`src/rtl/ps2r_pkg.sv`:
```
package ps2r_pkg;
    localparam int DATA_W = 8;

    typedef enum logic [1:0] {
        REG_ID   = 2'd0,
        REG_DATA = 2'd1,
        REG_CTRL = 2'd2,
        REG_STAT = 2'd3
    } reg_sel_e;

    typedef enum logic {
        LB_EMPTY = 1'b0,
        LB_FULL  = 1'b1
    } lb_state_e;

    localparam int CTL_LOOP   = 1;
    localparam int CTL_DIAG   = 5;
    localparam int CTL_DATDIR = 6;
    localparam int CTL_CLKDIR = 7;

    localparam int ST_RXNE   = 0;
    localparam int ST_IRQ    = 4;
    localparam int ST_DATSHD = 6;
    localparam int ST_CLKSHD = 7;
endpackage

```
`src/rtl/ps2r_addr_dec.sv`:
```
module ps2r_addr_dec
    import ps2r_pkg::*;
#(
    parameter int ADDR_W  = 9,
    parameter int WIN_BIT = 8
) (
    input  logic [ADDR_W-1:0] addr,
    output logic              port_sel,
    output reg_sel_e          reg_sel
);
    always_comb begin
        port_sel = addr[WIN_BIT];
        reg_sel  = reg_sel_e'(addr[3:2]);
    end
endmodule

```
`src/rtl/ps2r_port.sv`:
```
module ps2r_port
    import ps2r_pkg::*;
#(
    parameter logic [DATA_W-1:0] PORT_ID = '0
) (
    input  logic              clk,
    input  logic              rst_n,
    input  logic              rd_req,
    input  logic              wr_req,
    input  reg_sel_e          reg_sel,
    input  logic [DATA_W-1:0] wdata,
    input  logic              merged_irq,
    output logic [DATA_W-1:0] rd_value,
    output logic [DATA_W-1:0] ctrl_q,
    output logic              lb_full,
    output logic              irq_q,
    input  logic [DATA_W-1:0] link_rx_data,
    input  logic              link_rx_nonempty,
    input  logic              link_irq,
    output logic              link_pop,
    output logic [DATA_W-1:0] link_tx_data,
    output logic              link_tx_strobe
);
    lb_state_e         lb_state, lb_next;
    logic [DATA_W-1:0] lb_buf;
    logic              loop_on;
    logic              lb_wr, lb_rd;

    assign loop_on = ctrl_q[CTL_LOOP];
    assign lb_wr   = wr_req && (reg_sel == REG_DATA) && loop_on;
    assign lb_rd   = rd_req && (reg_sel == REG_DATA) && loop_on;

    // state register
    always_ff @(posedge clk) begin
        if (!rst_n) lb_state <= LB_EMPTY;
        else        lb_state <= lb_next;
    end

    always_comb begin
        lb_next = lb_state;
        unique case (lb_state)
            LB_EMPTY: if (lb_wr) lb_next = LB_FULL;
            LB_FULL:  if (lb_rd) lb_next = LB_EMPTY;
        endcase
    end

    // control, buffer and interrupt registers
    always_ff @(posedge clk) begin
        if (!rst_n) begin
            ctrl_q <= '0;
            lb_buf <= '0;
            irq_q  <= 1'b0;
        end else begin
            if (wr_req && reg_sel == REG_CTRL) ctrl_q <= wdata;
            if (lb_wr) lb_buf <= wdata;
            if (loop_on) begin
                if (lb_wr)      irq_q <= 1'b1;
                else if (lb_rd) irq_q <= 1'b0;
            end else begin
                irq_q <= link_irq;
            end
        end
    end

    assign lb_full = (lb_state == LB_FULL);

    // outputs
    always_comb begin
        logic [DATA_W-1:0] st;
        st             = '0;
        st[ST_DATSHD]  = !(ctrl_q[CTL_DIAG] && !ctrl_q[CTL_DATDIR]);
        st[ST_CLKSHD]  = !(ctrl_q[CTL_DIAG] && !ctrl_q[CTL_CLKDIR]);
        st[ST_RXNE]    = loop_on ? lb_full : link_rx_nonempty;
        st[ST_IRQ]     = merged_irq;

        unique case (reg_sel)
            REG_ID:   rd_value = PORT_ID;
            REG_DATA: rd_value = loop_on ? lb_buf : link_rx_data;
            REG_CTRL: rd_value = ctrl_q;
            REG_STAT: rd_value = st;
        endcase

        link_pop       = rd_req && (reg_sel == REG_DATA) && !loop_on;
        link_tx_strobe = wr_req && (reg_sel == REG_DATA) && !loop_on;
        link_tx_data   = wdata;
    end
endmodule

```
`src/rtl/ps2_dual_regs.sv`:
```
module ps2_dual_regs
    import ps2r_pkg::*;
#(
    parameter int ADDR_W = 9
) (
    input  logic              clk,
    input  logic              rst_n,
    input  logic              bus_valid,
    input  logic              bus_write,
    input  logic [ADDR_W-1:0] bus_addr,
    input  logic [7:0]        bus_wdata,
    output logic [7:0]        bus_rdata,
    output logic              irq_out,
    input  logic [7:0]        kbd_rx_data,
    input  logic              kbd_rx_nonempty,
    output logic              kbd_rx_pop,
    output logic [7:0]        kbd_tx_data,
    output logic              kbd_tx_strobe,
    input  logic              kbd_link_irq,
    input  logic [7:0]        mse_rx_data,
    input  logic              mse_rx_nonempty,
    output logic              mse_rx_pop,
    output logic [7:0]        mse_tx_data,
    output logic              mse_tx_strobe,
    input  logic              mse_link_irq
);
    localparam int NPORT = 2;

    logic                   port_sel;
    reg_sel_e               reg_sel;
    logic [NPORT-1:0][7:0]  p_rd, p_ctrl, p_rx, p_tx;
    logic [NPORT-1:0]       p_lb_full, p_irq, p_rxne, p_lirq, p_pop, p_txs;

    ps2r_addr_dec #(.ADDR_W(ADDR_W), .WIN_BIT(8)) u_dec (
        .addr(bus_addr), .port_sel(port_sel), .reg_sel(reg_sel)
    );

    assign p_rx   = {mse_rx_data, kbd_rx_data};
    assign p_rxne = {mse_rx_nonempty, kbd_rx_nonempty};
    assign p_lirq = {mse_link_irq, kbd_link_irq};
    assign irq_out = |p_irq;

    for (genvar i = 0; i < NPORT; i++) begin : g_port
        logic hit;
        assign hit = bus_valid && (port_sel == 1'(i));
        ps2r_port #(.PORT_ID(8'(i))) u_port (
            .clk(clk), .rst_n(rst_n),
            .rd_req(hit && !bus_write), .wr_req(hit && bus_write),
            .reg_sel(reg_sel), .wdata(bus_wdata), .merged_irq(irq_out),
            .rd_value(p_rd[i]), .ctrl_q(p_ctrl[i]), .lb_full(p_lb_full[i]),
            .irq_q(p_irq[i]),
            .link_rx_data(p_rx[i]), .link_rx_nonempty(p_rxne[i]),
            .link_irq(p_lirq[i]), .link_pop(p_pop[i]),
            .link_tx_data(p_tx[i]), .link_tx_strobe(p_txs[i])
        );
    end

    assign kbd_rx_pop    = p_pop[0];
    assign mse_rx_pop    = p_pop[1];
    assign kbd_tx_data   = p_tx[0];
    assign mse_tx_data   = p_tx[1];
    assign kbd_tx_strobe = p_txs[0];
    assign mse_tx_strobe = p_txs[1];

    always_ff @(posedge clk) begin
        if (!rst_n)                       bus_rdata <= '0;
        else if (bus_valid && !bus_write) bus_rdata <= p_rd[port_sel];
    end
endmodule

```
`config.mk`:
```
export PLATFORM = sky130hd
export DESIGN_NAME = ps2_dual_regs
export DESIGN_NICKNAME = d
export VERILOG_FILES = /design/src/rtl/ps2r_pkg.sv /design/src/rtl/ps2r_addr_dec.sv /design/src/rtl/ps2r_port.sv /design/src/rtl/ps2_dual_regs.sv
export SDC_FILE = /design/constraint.sdc
export NUM_CORES = 1
export LEC_CHECK = 0
export BUFFER_PORTS_ARGS = -buffer_cell sky130_fd_sc_hd__buf_2
export CORE_MARGIN = 5
export CORE_UTILIZATION = 40
export CTS_CLUSTER_DIAMETER = 30
export DETAILED_ROUTE_END_ITERATION = 12
export HOLD_SLACK_MARGIN = 0.02
export SYNTH_ARGS = -nofsm -noshare
export SYNTH_HDL_FRONTEND = slang
export SYNTH_SLANG_ARGS = --single-unit
```
`constraint.sdc`:
```
create_clock -name clk -period 2.8 [get_ports clk]
set_clock_uncertainty 0.15 [all_clocks]
set_input_delay 0.84 -clock clk [delete_from_list [all_inputs] [get_ports clk]]
set_output_delay 0.84 -clock clk [all_outputs]
set_load 0.05 [all_outputs]
```
==> key figures <==
Timing
  • Peak Freq: approximately 360 MHz
  • Hold Worst Slack: about 310 ps
  • Max-slew headroom: 0.739
  • RSZ-0062 raised after global routing: false
  • Tcrit/Tclk final: 0.988
  • Hold Violations, Final: 0
  • Worst-Margin Slew: around 380 ps
  • Slew Limit Fails: 0
  • Fin crit period: about 2800 ps
  • Final setup vio count: 0

Power and ir drop
  • PwrDens: roughly 450 nW/um^2
  • Max IR drop VDD: ~0.00024 V
  • Sw Share: 0.292
  • Clock share of power: 0.324
  • Psw: approximately 380 uW
  • Sequential Power Share: 0.492
  • Cell leakage power: ~0.0012 uW
  • Combinational Power Share: 0.184
  • P_int: around 900 uW

Synthesis
  • Yosys reg bits: 44
  • Post-Syn Nets: 299
  • Post-synth ARST share: 0
  • Post-Syn Instances: approximately 260
  • Yosys warns: 0
  • Mapped cell area: roughly 2400 sq um
  • Number of flops mapped to enable cells by yosys: 0
  • Seq/Total Area, Yosys: 0.369
  • Avg Synthesized Cell Area: between 9 and 10 sq um
  • Synth unique cells: 42
  • Most common flop cell mapped by yosys: dfxtp_1

Finish
  • Share of post-route cells with drive strength above 1: 0.350
  • Nets: 357
  • Filler Cells Inserted: 577
  • Most common cell after layout, fill and taps aside: buf_2
  • Antenna cells: 0
  • Number of non-filler instances in the completed layout: between 300 and 400
  • Synth-to-layout area growth: 20.6%
  • Commonest non-fill, non-tap cells in the layout: buf_2, dfxtp_1, nor2b_1, mux2i_1, buf_4

Hold path
  • Worst hold path type: reg -> reg

Global route
  • Initial antenna violation count: 0
  • Global-route usage over all layers: 0.170
  • Largest net degree at the start of global routing: between 40 and 50
  • GRT met2 Usage: 0.268
  • Met1 Use GR: 0.230
  • Global-route wire length before repair: 9.98 mm
  • Vias in the first global route: roughly 2,000
  • GRT overflow: 0
  • GR Util met3: 0.0360
  • Most used routing layer: met2

Drt
  • Vias post-DR: about 2,000
  • Final WL: between 6 and 7 mm
  • DR vias/cell: 5.15
  • Initial DRT Pass Iterations: 4
  • Detail Route Antenna Nets: 0
  • DRC Markers: 0
  • Drt wl/cell: between 15 and 20 um
  • DRT iter0 DRCs: between 100 and 150

Worst setup path
  • Critical path arrival: between 1500 and 2000 ps
  • Critical path cell sequence: buf_2, nor2b_2, nand3_1, nor2_4, buf_2
  • CP required: 1810 ps
  • Worst Path Max Fanout: 4
  • CP max-delay cell: buf_2
  • CP Capture Type: output pin
  • WP buf/inv: 2
  • Cell mode on critical path: buf_2
  • Family with the most delay on the worst path: simple AND/OR/NAND/NOR gates
  • Startpoint Class: input pin
  • Max stage delay on crit path: about 260 ps
  • Type of the worst setup path: in -> out

Floorplan
  • Die W: approximately 87 um
  • Top Ports: 70
  • Initial Util: 0.408
  • Die height: about 87 um
  • Row count: 28
  • DIE AREA: around 7600 sq um
  • Core Area: 5850 sq um

Clocking
  • Post-CTS setup buffer count: 0
  • Cts hold-fix bufs: 0
  • CTS tree: done
  • Inserted Clock Buffers: 5
  • Clock Path Buffers: 2
  • Clk pin slew, worst setup/hold paths: around 80 ps
  • Worst skew pair latency: ~300 ps
  • Htree depth: 2
  • Clk root buf: clkbuf_8
  • # clock sinks: 44

Place
  • Gpl congestion: 0.796
  • Buffers on Ports: between 60 and 70
  • Placed Cells: 384
  • Detailed placer's ending HPWL: between 4 and 5 mm

Flow run
  • Max-cap violations: 0

Status
  • Status: finished clean
[power groups by stage]
stage / clock [uW] / sequential, uW / combinational, uW
3_5_place_dp: 0 / 655 / 239
6_report: 422 / 640 / 239
4_1_cts: 434 / 641 / 240
3_3_place_gp: 0 / 655 / 239
5_1_grt: 469 / 642 / 257
2_1_floorplan: 0 / 670 / 156
[timing repair]
action / 4_1_cts / 5_1_grt
endpoints found under the setup margin: 1 / 1
gates resized for setup: 1 / 2
hold endpoints to repair: 0 / 0
[cell usage after synthesis, types with 3 or more instances]
cell type | n | area [sq um]
a21oi_1 | 15 | 75.1
a31oi_1 | 3 | 18.8
a32o_1 | 4 | 40.0
buf_2 | 7 | 35.0
buf_4 | 19 | 143
clkbuf_1 | 10 | 37.5
dfxtp_1 | 44 | 881
inv_1 | 3 | 11.3
mux2_2 | 5 | 56.3
mux2i_1 | 38 | 380
nand2_1 | 12 | 45.0
nand2b_1 | 3 | 18.8
nand3_1 | 6 | 30.0
nor2_1 | 5 | 18.8
nor2b_1 | 41 | 257
o21ai_0 | 9 | 45.0
o22ai_1 | 3 | 18.8
[final timing paths]
check                                   to  depth (start not counted)  slack, ps                       start
setup / recovery             mse_tx_strobe                          5         30                 bus_addr[2]
hold / removal    g_port[1].u_port.lb_full                          2        310    g_port[1].u_port.lb_full
setup reg to reg              bus_rdata[6]                          5        880  g_port[1].u_port.ctrl_q[1]
hold reg to reg   g_port[1].u_port.lb_full                          2        310    g_port[1].u_port.lb_full
[metal layers]
layer  vias to the layer above  share of wire
met4                         0          0.012
li1                       1008              -
met5                         -              0
met1                       938           0.46
met2                        64           0.46
met3                         8          0.072
[flip-flops by register name, summed over array words and instances (netlist names)]
signal                 cells
g_port.u_port.lb_buf      16
bus_rdata                  8
g_port.u_port.irq_q        2
g_port.u_port.lb_full      2
g_port.u_port.ctrl_q      16
[worst min-delay path: cells and delay by family (launching register included)]
kind,cells,cell delay (ps)
flip-flops,1,320
buffers and inverters,1,50
AO/OA/AOI/OAI,1,50
[metrics by stage]
stage | setup TNS [ps] | total power, uW | instance area [sq um] | worst slack [ps] | util
floorplan | -18.2 | 826 | 2410 | -18.2 | -
CTS | 0 | 1320 | 2880 | 38.9 | 0.492
finish | 0 | 1300 | 2880 | 34.0 | 0.492
global placement | -3.72 | 894 | 2780 | -3.72 | 0.475
detailed placement | -40.7 | 894 | 2780 | -40.7 | 0.475
global route | 0 | 1370 | 2880 | 1.41 | 0.492
[cell families after synthesis]
kind of cell           after synthesis  share of synthesized area
AO/OA/AOI/OAI                       48                      0.131
buffers and inverters               40                     0.0970
flip-flops                          44                      0.369
multiplexers                        45                      0.202
AND/OR/NAND/NOR                     81                      0.201
[cell type report]
type	count	area, sq um	share of cell area
multi-input combinational	174	1290	0.450
sequential	44	881	0.306
timing repair buffer	88	505	0.175
tap	75	93.8	0.0326
clock buffer	7	86.3	0.0300
inverter	3	11.3	0.00391
clock inverter	1	7.51	0.00261
Power figures use the tool's default switching activity.
